$ cat config.mk
export PLATFORM = sky130hd
export DESIGN_NAME = vpn_xlate_tlb
export DESIGN_NICKNAME = d
export VERILOG_FILES = /design/src/rtl/tlb_pkg.sv /design/src/rtl/tlb_way_match.sv /design/src/rtl/tlb_victim_pick.sv /design/src/rtl/vpn_xlate_tlb.sv
export SDC_FILE = /design/constraint.sdc
export NUM_CORES = 1
export LEC_CHECK = 0
export ABC_AREA = 1
export BUFFER_PORTS_ARGS = -buffer_cell sky130_fd_sc_hd__buf_4
export CAP_MARGIN = 20
export CORE_MARGIN = 8
export CORE_UTILIZATION = 35
export DETAILED_ROUTE_END_ITERATION = 6
export GPL_ROUTABILITY_DRIVEN = 0
export PLACE_DENSITY_LB_ADDON = 0.3
export SLEW_MARGIN = 20
export SYNTH_ARGS = -nofsm -noshare
export SYNTH_HDL_FRONTEND = slang
export SYNTH_SLANG_ARGS = --single-unit
$ cat constraint.sdc
create_clock -name clk -period 5 [get_ports clk]
set_input_delay 0.75 -clock clk [delete_from_list [all_inputs] [get_ports clk]]
set_output_delay 0.75 -clock clk [all_outputs]
set_load 0.005 [all_outputs]
$ cat src/rtl/tlb_pkg.sv
`timescale 1ns/1ps
package tlb_pkg;
    parameter int VPN_W    = 8;
    parameter int PPN_W    = 6;
    parameter int SET_BITS = 2;
    parameter int WAYS     = 4;
    localparam int SETS    = 1 << SET_BITS;
    localparam int TAG_W   = VPN_W - SET_BITS;
    localparam int WAY_W   = (WAYS > 1) ? $clog2(WAYS) : 1;

    typedef struct packed {
        logic rd;
        logic wr;
        logic ex;
    } perm_t;

    typedef struct packed {
        logic             valid;
        logic [TAG_W-1:0] tag;
        logic [PPN_W-1:0] ppn;
        perm_t            perm;
    } entry_t;

    function automatic logic [SET_BITS-1:0] set_of(input logic [VPN_W-1:0] vpn);
        return vpn[SET_BITS-1:0];
    endfunction

    function automatic logic [TAG_W-1:0] tag_of(input logic [VPN_W-1:0] vpn);
        return vpn[VPN_W-1:SET_BITS];
    endfunction
endpackage

$ cat src/rtl/tlb_way_match.sv
`timescale 1ns/1ps
module tlb_way_match
    import tlb_pkg::*;
(
    input  entry_t [WAYS-1:0] ways,
    input  logic [TAG_W-1:0]  tag,
    output logic [WAYS-1:0]   hit_vec,
    output logic              hit,
    output logic [PPN_W-1:0]  ppn,
    output perm_t             perm
);
    for (genvar w = 0; w < WAYS; w++) begin : g_cmp
        assign hit_vec[w] = ways[w].valid && (ways[w].tag == tag);
    end

    assign hit = |hit_vec;

    always_comb begin
        ppn  = '0;
        perm = '0;
        for (int w = 0; w < WAYS; w++) begin
            if (hit_vec[w]) begin
                ppn  = ppn | ways[w].ppn;
                perm = perm | ways[w].perm;
            end
        end
    end
endmodule

$ cat src/rtl/tlb_victim_pick.sv
`timescale 1ns/1ps
module tlb_victim_pick
    import tlb_pkg::*;
(
    input  logic [WAYS-1:0]  valid_vec,
    input  logic [WAYS-1:0]  match_vec,
    input  logic [WAY_W-1:0] rr_ptr,
    output logic [WAY_W-1:0] way,
    output logic             advance
);
    always_comb begin
        way     = rr_ptr;
        advance = 1'b0;
        if (|match_vec) begin
            for (int w = WAYS - 1; w >= 0; w--) begin
                if (match_vec[w]) way = WAY_W'(w);
            end
        end else if (!(&valid_vec)) begin
            for (int w = WAYS - 1; w >= 0; w--) begin
                if (!valid_vec[w]) way = WAY_W'(w);
            end
        end else begin
            advance = 1'b1;
        end
    end
endmodule

$ cat src/rtl/vpn_xlate_tlb.sv
`timescale 1ns/1ps
module vpn_xlate_tlb
    import tlb_pkg::*;
(
    input  logic             clk,
    input  logic             rst,
    input  logic [VPN_W-1:0] lk_vpn,
    output logic             lk_hit,
    output logic [PPN_W-1:0] lk_ppn,
    output logic [2:0]       lk_perm,
    input  logic             fl_en,
    input  logic [VPN_W-1:0] fl_vpn,
    input  logic [PPN_W-1:0] fl_ppn,
    input  logic [2:0]       fl_perm,
    input  logic             flush_all
);
    entry_t [WAYS-1:0] mem [SETS];
    logic [WAY_W-1:0]  rr_ptr [SETS];

    // lookup side
    logic [SET_BITS-1:0] lk_set;
    logic [WAYS-1:0]     lk_hit_vec;
    perm_t               lk_perm_s;

    assign lk_set = set_of(lk_vpn);

    tlb_way_match i_lk_match (
        .ways    (mem[lk_set]),
        .tag     (tag_of(lk_vpn)),
        .hit_vec (lk_hit_vec),
        .hit     (lk_hit),
        .ppn     (lk_ppn),
        .perm    (lk_perm_s)
    );
    assign lk_perm = lk_perm_s;

    // fill side
    logic [SET_BITS-1:0] fl_set;
    logic [WAYS-1:0]     fl_match_vec;
    logic [WAYS-1:0]     fl_valid_vec;
    logic                fl_any;
    logic [PPN_W-1:0]    fl_unused_ppn;
    perm_t               fl_unused_perm;
    logic [WAY_W-1:0]    fl_way;
    logic                fl_adv;
    entry_t              fl_entry;

    assign fl_set = set_of(fl_vpn);

    for (genvar w = 0; w < WAYS; w++) begin : g_valid
        assign fl_valid_vec[w] = mem[fl_set][w].valid;
    end

    tlb_way_match i_fl_match (
        .ways    (mem[fl_set]),
        .tag     (tag_of(fl_vpn)),
        .hit_vec (fl_match_vec),
        .hit     (fl_any),
        .ppn     (fl_unused_ppn),
        .perm    (fl_unused_perm)
    );

    tlb_victim_pick i_pick (
        .valid_vec (fl_valid_vec),
        .match_vec (fl_match_vec),
        .rr_ptr    (rr_ptr[fl_set]),
        .way       (fl_way),
        .advance   (fl_adv)
    );

    always_comb begin
        fl_entry.valid = 1'b1;
        fl_entry.tag   = tag_of(fl_vpn);
        fl_entry.ppn   = fl_ppn;
        fl_entry.perm  = perm_t'(fl_perm);
    end

    always_ff @(posedge clk) begin
        if (rst || flush_all) begin
            for (int s = 0; s < SETS; s++) begin
                mem[s]    <= '0;
                rr_ptr[s] <= '0;
            end
        end else if (fl_en) begin
            mem[fl_set][fl_way] <= fl_entry;
            if (fl_adv) rr_ptr[fl_set] <= rr_ptr[fl_set] + 1'b1;
        end
    end
endmodule

* Word level (Yosys, flattened, before mapping)
Memory sizes are Yosys's and may differ from the RTL's.
Cells that the tools add are included.
** Storage, ports and cells
- Bits in registers :: 0
- RAM bits :: 264
- Memories :: 2
- Bits of input ports :: 29
** Operators by class
- Add/sub/neg operators :: 1
- Order comparisons :: 2
- Reduce and logical (&&, ||, !) cells :: 15
- Bitwise gates (word level) :: 6
- Muxes and demuxes :: 37
- Equal/unequal tests :: 8
** Memory list
- mem :: depth 4, width 64, rd ports 2, clocked after memory_dff 0, wr ports 4, RTL line vpn_xlate_tlb.sv:17 : entry_t [WAYS-1:0] mem [SETS];
- rr_ptr :: depth 4, width 2, rd ports 1, clocked after memory_dff 0, wr ports 4, RTL line vpn_xlate_tlb.sv:18 : logic [WAY_W-1:0] rr_ptr [SETS];
** Operators with widths (number)
- $mux 64 :: 3
- $reduce_or 64->1 :: 1
- $eq 6x6->1 :: 8
- $demux 16 s2 :: 1
- $mux 2 :: 13
- $mux 6 :: 4
- $or 6x6->6 :: 3
- $mux 16 :: 1
- $mux 3 :: 4
- $mux 1 :: 11
- $logic_and 1x1->1 :: 9
- $or 3x3->3 :: 3
- $reduce_or 4->1 :: 2
- $reduce_and 4->1 :: 1
- $lt 2x3->1 const B :: 1
- $add 2x1->2 const B :: 1
- $ge 2x1->1 const B :: 1
- $reduce_or 2->1 :: 1
- $logic_or 1x1->1 :: 1

* Depth between registers and ports, before layout
An unclocked memory read counts as a cell.
- Depth in word-level cells :: 15
- Mapped depth :: 20

* Modules after synthesis
A second synthesis with hierarchy kept.
** Second synthesis, totals
- Cell total of the unflattened synthesis :: 1787
- Area total of the unflattened synthesis :: 14985.6 µm²
** Modules (own cells, without submodules)
- vpn_xlate_tlb :: times used 1, area an instance 12942.4 µm², seq. area each 7927.6 µm², cells an instance 1345
- tlb_way_match :: times used 2, area an instance 967.2 µm², seq. area each 0.0 µm², cells an instance 209
- tlb_victim_pick :: times used 1, area an instance 108.9 µm², seq. area each 0.0 µm², cells an instance 24

* Worst setup path after synthesis
Ideal clock, no wire load.
- Path kind :: input port to flip-flop
- Start :: input port fl_vpn[0]
- End :: memory mem[3][16] in the netlist's numbering (enable)
- Buffers on the path :: 2
- Stages on the path :: 15
- Path slack :: 1.451 ns
- Arrival :: 3.155 ns
- Setup time :: 0.394 ns
- Path through :: buf_6 buf_6 a21oi_1 o21ai_0 nand2_1 nand2_1 nor2_1 nand2_1 nor2_2 nor2_4 nand2_1 nand3_4 nand2_8 nand2_1 a21oi_1
** RTL lines
- start, declared :: RTL line vpn_xlate_tlb.sv:12 : input logic [VPN_W-1:0] fl_vpn,
- end, declared :: RTL line vpn_xlate_tlb.sv:17

* Final worst setup path
- Start :: input port lk_vpn[1]
- End :: output port lk_ppn[5]
** On the way
- Cells in the longest elaborated chain, start to end :: 10
** RTL lines
- start, declared :: RTL line vpn_xlate_tlb.sv:7 : input logic [VPN_W-1:0] lk_vpn,
- $mem_v2 4x64 *
- $eq 6x6->1 :: RTL line tlb_way_match.sv:13 : assign hit_vec[w] = ways[w].valid && (ways[w].tag == tag);
- $logic_and 1x1->1 :: RTL line tlb_way_match.sv:13
- $mux 6 :: RTL line tlb_way_match.sv:22 : if (hit_vec[w]) begin
- $or 6x6->6 :: RTL line tlb_way_match.sv:23 : ppn = ppn | ways[w].ppn;
- $mux 6 :: RTL line tlb_way_match.sv:22
- $or 6x6->6 :: RTL line tlb_way_match.sv:23
- $mux 6 :: RTL line tlb_way_match.sv:22
- $or 6x6->6 :: RTL line tlb_way_match.sv:23
- $mux 6 * :: RTL line tlb_way_match.sv:22
- end, declared :: RTL line vpn_xlate_tlb.sv:9 : output logic [PPN_W-1:0] lk_ppn,
Every way passes the cells marked *; elsewhere a longest branch is shown, timed or not.

==> results.sh <==
export IMPL_viasPerCell=5.29
export IMPL_critical_path_required_ns=4.25
export IMPL_synth_common_cells="nor2_1 (311), edfxtp_1 (264), nand2_1 (258), o21ai_0 (157), inv_1 (139)"
export IMPL_synth_compound_area_frac=0.110
export IMPL_synthMuxAreaShare=0
export IMPL_fin_crit_ns=4.22
export IMPL_worstHoldPathType="in2reg"
export IMPL_fmax_mhz=237
export IMPL_syn_area_mm2=0.0136
export IMPL_cts_htree_levels=1
export IMPL_grt_max_degree=84
export IMPL_post_route_util=0.395
export IMPL_antenna_found_initial=0
export IMPL_synth_most_common_cell="nor2_1"
export IMPL_antennaDiodeCount=0
export IMPL_avgSynthCellArea_um2=9.16
export IMPL_clockRootBuffer="clkbuf_16"
export IMPL_synthCells=1484
export IMPL_clock_skew_ns=0.00885
export IMPL_synthesis_nets=1513
export IMPL_preCtsSetupSlack_ns=0.661
export IMPL_ys_seq_area_frac=0.583
export IMPL_die_h_um=213
export IMPL_rsz0062_at_grt="false"
export IMPL_cts_hold_buf=0
export IMPL_dr_pass1_iters=6
export IMPL_grt_pass1_wl_um=63500
export IMPL_io_pins=39
export IMPL_met2_usage=0.298
export IMPL_cts_tree="yes"
export IMPL_cp_start_kind="primary input"
export IMPL_fin_ws_ns=0.780
export IMPL_die_w_um=213
export IMPL_gr_max_usage_layer="met2"
export IMPL_status="complete, no violations"
export IMPL_final_area_mm2=0.0152
export IMPL_wirelength_um=42300
export IMPL_synthSimpleGateAreaFrac=0.222
export IMPL_area_growth_pct=11.7
export IMPL_worst_pin_slew_ns=0.980
export IMPL_rrSetupSlack_ns=1.74
export IMPL_p_per_area_mw_per_mm2=338
export IMPL_synth_top_cell_area_share=0.583
export IMPL_core_area_mm2=0.0385
export IMPL_nets=1525
export IMPL_crit_type="in2out"
export IMPL_synthXorXnorAreaFrac=0.00709
export IMPL_cts_max_path_buffers=3
export IMPL_maxCapViolCount=0
export IMPL_grt_util_met3=0.0302
export IMPL_yosysTopAreaCell="edfxtp_1"
export IMPL_synth_top_family_by_area="simple AND/OR/NAND/NOR gates"
export IMPL_placed_cell_area_mm2=0.0143
export IMPL_critPathBufInv=3
export IMPL_ir_worst_vdd_v=0.000263
export IMPL_drive_above_1_share=0.0997
export IMPL_cpMaxStageDelayCell="clkinv_1"
export IMPL_cts_setup_buffers=0
export IMPL_drc=0
export IMPL_dp_hpwl_um=28300
export IMPL_final_antenna_net_count=0
export IMPL_path_clk_slew_ns=0.06
export IMPL_first_iter_violations=1184
export IMPL_cts_buffers=28
export IMPL_synth_seq_cells=264
export IMPL_start_util=0.353
export IMPL_critPathMaxStageDelay_ns=0.72
export IMPL_relSlewSlack=0.345
export IMPL_critical_path_top_delay_family="buffers and inverters"
export IMPL_ys_top_cells_by_area="edfxtp_1 (58%), nor2_1 (8.6%), nand2_1 (7.1%)"
export IMPL_insertion_delay_ns=0.55
export IMPL_cp_end_kind="output pin"
export IMPL_synth_flop_cell="edfxtp_1"
export IMPL_overflow=0
export IMPL_port_buffers=38
export IMPL_via_count=10800
export IMPL_cts_resized_gates=0
export IMPL_clock_sinks=264
export IMPL_n_fill_cell=3883
export IMPL_final_period_utilization=0.844
export IMPL_worstPathArrival_ns=3.47
export IMPL_maxSlewViolCount=0
export IMPL_synth_edf_count=264
export IMPL_grt_total_usage=0.184
export IMPL_cellLeakagePower_nw=6.18
export IMPL_placementRows=72
export IMPL_wl_per_cell_um=20.8
export IMPL_setup_violations=0
export IMPL_synth_distinct_cells=37
export IMPL_ys_async_sr_fraction=0
export IMPL_yosys_warnings=0
export IMPL_crit_chain="buf_4 -> clkinv_1 -> a21oi_1 -> o21ai_0 -> nand2_1 -> xor2_1 -> nand3_1 -> a211oi_1 -> and2_1 -> nand2_1 -> nand4_1 -> buf_4"
export IMPL_synth_fa_ha_area_frac=0
export IMPL_critPathMaxFanout=23
export IMPL_hold_viol_final=0
export IMPL_met1_usage=0.255
export IMPL_grt_pass1_vias=10200
export IMPL_dieArea_mm2=0.0454
export IMPL_setup_tns_ns=0
metal layers:
metal,wire (um),part of all wire,up-vias
met1,18300,0.43,5224
li1,-,-,5013
met4,1210,0.029,0
met2,19500,0.46,449
met3,3300,0.078,75
met5,0,0,-
state kept, by name, indices dropped and copies added (netlist names):
signal / count
rr_ptr: 8
mem: 256
per-stage QoR:
stage | hold slack [ns] | total power [W] | instances
6_report | 0.693 | 0.00513 | 2033
5_1_grt | 0.712 | 0.00530 | 2033
4_1_cts | 0.695 | 0.00515 | 2033
3_5_place_dp | 0.912 | 0.00319 | 1984
3_3_place_gp | 0.899 | 0.00318 | 1984
2_1_floorplan | 0.784 | 0.00298 | 1484
cell families (layout without fill, tap and decap cells):
group,Yosys count,after routing
and+or+nand+nor,696,696
DFF,264,264
xor gates and xnor gates,11,11
buffers and inverters,236,267
AOI/OAI and AO/OA,277,277
final timing paths:
check,depth (start not counted),startpoint,end
setup reg to reg,15,mem[0][28],mem[1][50]
setup / recovery,12,lk_vpn[1],lk_ppn[5]
hold reg to reg,4,rr_ptr[3][1],rr_ptr[3][1]
hold / removal,4,rst,mem[3][47]
area by class of cell:
type,count,area (um2),share of cell area
sequential,264,7930,0.522
multi-input combinational,984,4630,0.305
clock buffer,32,716,0.0472
tap,518,648,0.0427
timing repair buffer,74,568,0.0374
inverter,144,541,0.0356
clock inverter,17,141,0.00932
report_power, final:
part           leakage [nW]  switching (W)  total, W  internal (W)
Combinational          2.85       0.000406  0.000560      0.000153
Clock                 0.413       0.000859   0.00198       0.00112
Sequential             2.92      0.0000409   0.00259       0.00255
tightest hold or removal path, stage by stage:
cell	delay, ns
buf_4	0.08
nor2_2	0.04
inv_1	0.04
nor2_1	0.12
layout by cell type (no fill, tap or decap), drive strengths merged:
cell type,count
nor2,323
edfxtp,264
nand2,259
o21ai,160
inv,141
nand3,88
buf,74
a21oi,61
o22ai,41
clkbuf,32
nand4,18
clkinv,16
xor2,10
o211ai,9
nor3,5
a211oi,3
o21bai,2
bufinv,2
clkinvlp,2
xnor2,1
and2,1
nor4,1
a22o,1
and3,1
Note: power is estimated with default switching activity, not from simulation.
